===== src/rtl/wp_key_pkg.sv =====
package wp_key_pkg;

  typedef enum logic [1:0] {
    WK_LOCKED = 2'd0,
    WK_HALF   = 2'd1,
    WK_OPEN   = 2'd2
  } wk_state_e;

endpackage


===== src/rtl/wp_rst_sync.sv =====
module wp_rst_sync #(
  parameter int STAGES = 2
) (
  input  logic clk,
  input  logic arst_n,
  output logic rst_n_o
);

  logic [STAGES-1:0] sync_q;

  // assert asynchronously, release through STAGES flops
  always_ff @(posedge clk or negedge arst_n) begin
    if (!arst_n) sync_q <= '0;
    else         sync_q <= {sync_q[STAGES-2:0], 1'b1};
  end

  assign rst_n_o = sync_q[STAGES-1];

endmodule


===== src/rtl/wp_key_decode.sv =====
module wp_key_decode #(
  parameter int               ADDR_W     = 8,
  parameter int               DATA_W     = 32,
  parameter int               KEY_W      = 8,
  parameter logic [ADDR_W-1:0] KEY_ADDR  = 8'h5C,
  parameter logic [KEY_W-1:0]  KEY_FIRST  = 8'hCA,
  parameter logic [KEY_W-1:0]  KEY_SECOND = 8'h53
) (
  input  logic              wr_stb,
  input  logic [ADDR_W-1:0] wr_addr,
  input  logic [DATA_W-1:0] wr_data,
  input  logic              bd_wr_en,
  output logic              key_wr,
  output logic              is_first,
  output logic              is_second
);

  localparam int PAD_W = DATA_W - KEY_W;

  logic upper_zero;

  generate
    if (PAD_W > 0) begin : g_pad
      assign upper_zero = ~|wr_data[DATA_W-1:KEY_W];
    end else begin : g_nopad
      assign upper_zero = 1'b1;
    end
  endgenerate

  assign key_wr    = wr_stb & bd_wr_en & (wr_addr == KEY_ADDR);
  assign is_first  = upper_zero & (wr_data[KEY_W-1:0] == KEY_FIRST);
  assign is_second = upper_zero & (wr_data[KEY_W-1:0] == KEY_SECOND);

endmodule


===== src/rtl/wp_key_fsm.sv =====
module wp_key_fsm
  import wp_key_pkg::*;
(
  input  logic      clk,
  input  logic      rst_n,
  input  logic      key_wr,
  input  logic      is_first,
  input  logic      is_second,
  output wk_state_e state_q
);

  wk_state_e state_d;

  always_comb begin
    state_d = WK_LOCKED;
    unique case (state_q)
      WK_LOCKED: state_d = is_first  ? WK_HALF : WK_LOCKED;
      WK_HALF:   state_d = is_second ? WK_OPEN : WK_LOCKED;
      WK_OPEN:   state_d = (is_first | is_second) ? WK_OPEN : WK_LOCKED;
      default:   state_d = WK_LOCKED;
    endcase
  end

  // clock enable: only a qualified key-register write moves the state
  always_ff @(posedge clk or negedge rst_n) begin
    if (!rst_n)      state_q <= WK_LOCKED;
    else if (key_wr) state_q <= state_d;
  end

endmodule


===== src/rtl/wp_key_guard.sv =====
module wp_key_guard
  import wp_key_pkg::*;
#(
  parameter int                ADDR_W     = 8,
  parameter int                DATA_W     = 32,
  parameter int                KEY_W      = 8,
  parameter logic [ADDR_W-1:0] KEY_ADDR   = 8'h5C,
  parameter logic [KEY_W-1:0]  KEY_FIRST  = 8'hCA,
  parameter logic [KEY_W-1:0]  KEY_SECOND = 8'h53,
  parameter int                SYNC_STAGES = 2
) (
  input  logic              clk,
  input  logic              rst_bd_n,
  input  logic              bd_wr_en,
  input  logic              wr_stb,
  input  logic [ADDR_W-1:0] wr_addr,
  input  logic [DATA_W-1:0] wr_data,
  output logic              wr_permit,
  output logic              key_locked
);

  logic      rst_n;
  logic      key_wr;
  logic      is_first;
  logic      is_second;
  wk_state_e state_q;
  logic      open;

  wp_rst_sync #(.STAGES(SYNC_STAGES)) u_rst (
    .clk     (clk),
    .arst_n  (rst_bd_n),
    .rst_n_o (rst_n)
  );

  wp_key_decode #(
    .ADDR_W(ADDR_W), .DATA_W(DATA_W), .KEY_W(KEY_W),
    .KEY_ADDR(KEY_ADDR), .KEY_FIRST(KEY_FIRST), .KEY_SECOND(KEY_SECOND)
  ) u_dec (
    .wr_stb    (wr_stb),
    .wr_addr   (wr_addr),
    .wr_data   (wr_data),
    .bd_wr_en  (bd_wr_en),
    .key_wr    (key_wr),
    .is_first  (is_first),
    .is_second (is_second)
  );

  wp_key_fsm u_fsm (
    .clk       (clk),
    .rst_n     (rst_n),
    .key_wr    (key_wr),
    .is_first  (is_first),
    .is_second (is_second),
    .state_q   (state_q)
  );

  assign open       = (state_q == WK_OPEN);
  assign wr_permit  = open & bd_wr_en;
  assign key_locked = ~open;

endmodule


===== config.mk =====
export PLATFORM = sky130hd
export DESIGN_NAME = wp_key_guard
export DESIGN_NICKNAME = d
export VERILOG_FILES = /design/src/rtl/wp_key_pkg.sv /design/src/rtl/wp_rst_sync.sv /design/src/rtl/wp_key_decode.sv /design/src/rtl/wp_key_fsm.sv /design/src/rtl/wp_key_guard.sv
export SDC_FILE = /design/constraint.sdc
export NUM_CORES = 1
export LEC_CHECK = 0
export ABC_AREA = 1
export CORE_AREA = 4 4 45 47
export DETAILED_ROUTE_END_ITERATION = 7
export DIE_AREA = 0 0 49 51
export PLACE_DENSITY = 0.78
export SLEW_MARGIN = 0
export SYNTH_ARGS = -nofsm -noshare
export SYNTH_HDL_FRONTEND = slang
export SYNTH_SLANG_ARGS = --single-unit
export TNS_END_PERCENT = 10

===== constraint.sdc =====
create_clock -name clk -period 0.99 [get_ports clk]
set_input_delay 0.1485 -clock clk [delete_from_list [all_inputs] [get_ports clk]]
set_output_delay 0.1485 -clock clk [all_outputs]
set_load 0.01 [all_outputs]

==> metrics.log <==
INFO  metric grt_pass1_vias = 599
INFO  metric fp_rows = 15
INFO  metric cts_htree_levels = 1
INFO  metric finalClockSkew = 0.0001091 ns
INFO  metric globalRouteTotalUtil = 0.1149
INFO  metric postSynthCellCount = 80
INFO  metric cts-hold-fix-buffers = 0
INFO  metric remaining_drc_errors = 0
INFO  metric worstSkewPairLatency = 0.22 ns
INFO  metric tritoncts = done
INFO  metric timing.critical_path.from_type = flop
INFO  metric cts_bufs_inserted = 3
INFO  metric drt.antenna.violating_nets = 0
INFO  metric worst-endpoint-arrival = 1.02 ns
INFO  metric wl_per_cell = 9.603 µm
INFO  metric dieWidth = 49 µm
INFO  metric drt_wl_total = 1450 µm
INFO  metric grt_ovf = 0
INFO  metric rsz0062_at_grt = true
INFO  metric period_utilization_post_route = 1.180
INFO  metric maxCapViolCount = 0
INFO  metric syn_nets = 124
INFO  metric net_count_final = 180
INFO  metric post_synth.cell_area_avg = 5.192 µm²
INFO  metric layout_filler_cell_count = 168
INFO  metric timing.hold.worst.class = reg2async
INFO  metric area_growth = 131.0%
INFO  metric port_buffers = 45
INFO  metric netlist-cell-type-count = 12
INFO  metric grt_pass1_wl = 2359 µm
INFO  metric num_io_pins = 46
INFO  metric antenna_cells_inserted = 0
INFO  metric hold_violations = 0
INFO  metric status = complete, but fails checks
INFO  metric setup-violations-final = 4
INFO  metric start_util = 0.2515
INFO  metric routabilityCongestion = 0.8074
INFO  metric final.setup.worst_slack = -0.1784 ns
INFO  metric antenna_found_initial = 0
INFO  metric cts.root.buffer_cell = sky130_fd_sc_hd__clkbuf_4
INFO  metric chipHeight = 51 µm
INFO  metric clockBufferDepth = 2
INFO  metric power_per_cell_area = 609.0 nW/µm²
INFO  metric clkTransAtPathRegs = 0.04 ns
INFO  metric core_area = 1652 µm²
INFO  metric fin_hold_ws = 0.01665 ns
INFO  metric hpwl = 1268 µm
INFO  metric leakage = 0.4474 nW
INFO  metric dp_slack = -0.4647 ns
INFO  metric violations = negative setup slack
INFO  metric drv_slew = 0
INFO  metric endpoint_kind = output port
INFO  metric ir_drop = 0.9070 mV
INFO  metric highest_delay_cell_along_the_critical_path = sky130_fd_sc_hd__dfrtp_1
INFO  metric path_max_fanout = 2
INFO  metric cp_data_required_time = 0.84 ns
INFO  metric post_route_cells_drive_above_1_share = 0.1493
INFO  metric critical_path_cell_by_cell = nor2_2, inv_2, buf_6, buf_6
INFO  metric numClockSinks = 4
INFO  metric path_common_cell = sky130_fd_sc_hd__buf_6
INFO  metric drtIter0Drc = 3
INFO  metric route.detailed.vias_per_inst = 4.291
INFO  metric yosysWarningCount = 0
INFO  metric syn_std_cell_area = 415.4 µm²
INFO  metric grt_start_max_net_pins = 4
INFO  metric setup.worst_path.class = reg2out
INFO  metric min_clock_period_post_route = 1.168 ns
INFO  metric routed-via-count = 648
INFO  metric 1st_pass_router_iterations = 4
INFO  metric yosysSeqAreaShare = 0.2410
INFO  metric critical-path-max-stage-delay = 0.39 ns
INFO  metric dieArea = 2499 µm²
INFO  metric synth.ff_latch_count = 4
INFO  metric max_freq = 855.9 MHz
-- final timing paths --
check / slack [ns] / cells after the start / from / end
worst min-delay path: 0.02 / 0 / u_rst.sync_q[1] / u_fsm.state_q[1]
worst min register to register: 0.02 / 0 / u_rst.sync_q[1] / u_fsm.state_q[1]
max in group asynchronous: 0.79 / 1 / rst_bd_n / u_rst.sync_q[0]
min in group clk: 0.35 / 0 / u_rst.sync_q[0] / u_rst.sync_q[1]
worst max-delay path: -0.18 / 4 / u_fsm.state_q[0] / key_locked
worst max register to register: -0.13 / 8 / u_fsm.state_q[1] / u_fsm.state_q[1]
-- flip-flops by register name, summed over array words and instances, names as in the netlist --
signal,cells
u_rst.sync_q,2
u_fsm.state_q,2
-- report_power, final --
part	switching, W	internal, W	leakage [nW]
Clock	0.0000556	0.000135	0.0138
Combinational	0.0000572	0.000166	0.382
Sequential	0.00000176	0.000169	0.0513
-- synth_stat cells --
master                     instances  area (µm²)
sky130_fd_sc_hd__nor3_1            2       10.01
sky130_fd_sc_hd__dfrtp_1           4       100.1
sky130_fd_sc_hd__nand3_1           3       15.01
sky130_fd_sc_hd__nand3b_1          1       7.510
sky130_fd_sc_hd__nand4_1           2       12.51
sky130_fd_sc_hd__inv_1            12       45.04
sky130_fd_sc_hd__nor2_2            3       18.77
sky130_fd_sc_hd__nand2_1          23       86.33
sky130_fd_sc_hd__inv_2             2       7.510
sky130_fd_sc_hd__nor2_1           26       97.59
sky130_fd_sc_hd__nor2_4            1       11.26
sky130_fd_sc_hd__conb_1            1       3.750
-- critical path, delay by kind of cell (launching register included) --
family	cells	cell delay, ns
flip-flops	1	0.39
buffers and inverters	3	0.27
AND/OR/NAND/NOR	1	0.14
-- placed cells by master (no fill, tap or decap) --
master	count
sky130_fd_sc_hd__dfrtp_1	4
sky130_fd_sc_hd__nor2_1	24
sky130_fd_sc_hd__nand3_1	3
sky130_fd_sc_hd__nand4_1	2
sky130_fd_sc_hd__inv_2	3
sky130_fd_sc_hd__nor2_2	5
sky130_fd_sc_hd__nor2_4	1
sky130_fd_sc_hd__clkdlybuf4s50_1	43
sky130_fd_sc_hd__nand3b_1	1
sky130_fd_sc_hd__clkbuf_4	3
sky130_fd_sc_hd__nand2_1	23
sky130_fd_sc_hd__nor3_1	2
sky130_fd_sc_hd__conb_1	1
sky130_fd_sc_hd__buf_2	1
sky130_fd_sc_hd__buf_4	5
sky130_fd_sc_hd__inv_1	11
sky130_fd_sc_hd__buf_6	2
-- routing by layer --
metal | global-route usage | vias up | share of wire | wire [µm]
li1 | - | 345 | - | -
met1 | 0.1162 | 272 | 0.37 | 538
met2 | 0.2130 | 31 | 0.51 | 741
met3 | 0.05248 | 0 | 0.12 | 170
met4 | 0.02691 | 0 | 0 | 0
met5 | 0 | - | 0 | 0
-- area by class of cell --
cell class | instances | area, µm² | share of cell area
clock buffers | 3 | 22.52 | 0.02347
flip-flops and latches | 4 | 100.1 | 0.1043
repair buffers | 51 | 495.5 | 0.5163
well taps | 17 | 21.27 | 0.02216
inverters | 14 | 52.55 | 0.05476
multi-input cells | 62 | 267.8 | 0.2790
-- through the flow --
| stage | power [W] | cells | area (µm²) | setup TNS (ns) | util |
|---|---|---|---|---|---|
| 5_1_grt | 0.0006283 | 151 | 959.7 | -0.8196 | 0.5811 |
| 3_5_place_dp | 0.0003969 | 145 | 909.6 | -1.345 | 0.5508 |
| 6_report | 0.0005844 | 151 | 959.7 | -0.5542 | 0.5811 |
| 3_3_place_gp | 0.0003921 | 145 | 909.6 | -1.246 | 0.5508 |
| 2_1_floorplan | 0.0002162 | 80 | 415.4 | 0 | - |
| 4_1_cts | 0.0005962 | 149 | 942.2 | -0.4467 | 0.5705 |
-- repair_timing --
action                                  4_1_cts  5_1_grt
endpoints found under the hold margin         0        0
endpoints found under the setup margin        4        4
setup buffers                                 1        2
cloned                                        0        0
gates resized for setup                      12        1
pin swaps                                     3        1
-- cell families after synthesis --
group | after synthesis | share of synthesized area
other | 1 | 0.009027
buffers and inverters | 14 | 0.1265
AND/OR/NAND/NOR | 61 | 0.6235
flip-flops | 4 | 0.2410
(Power assumes the default switching activity.)
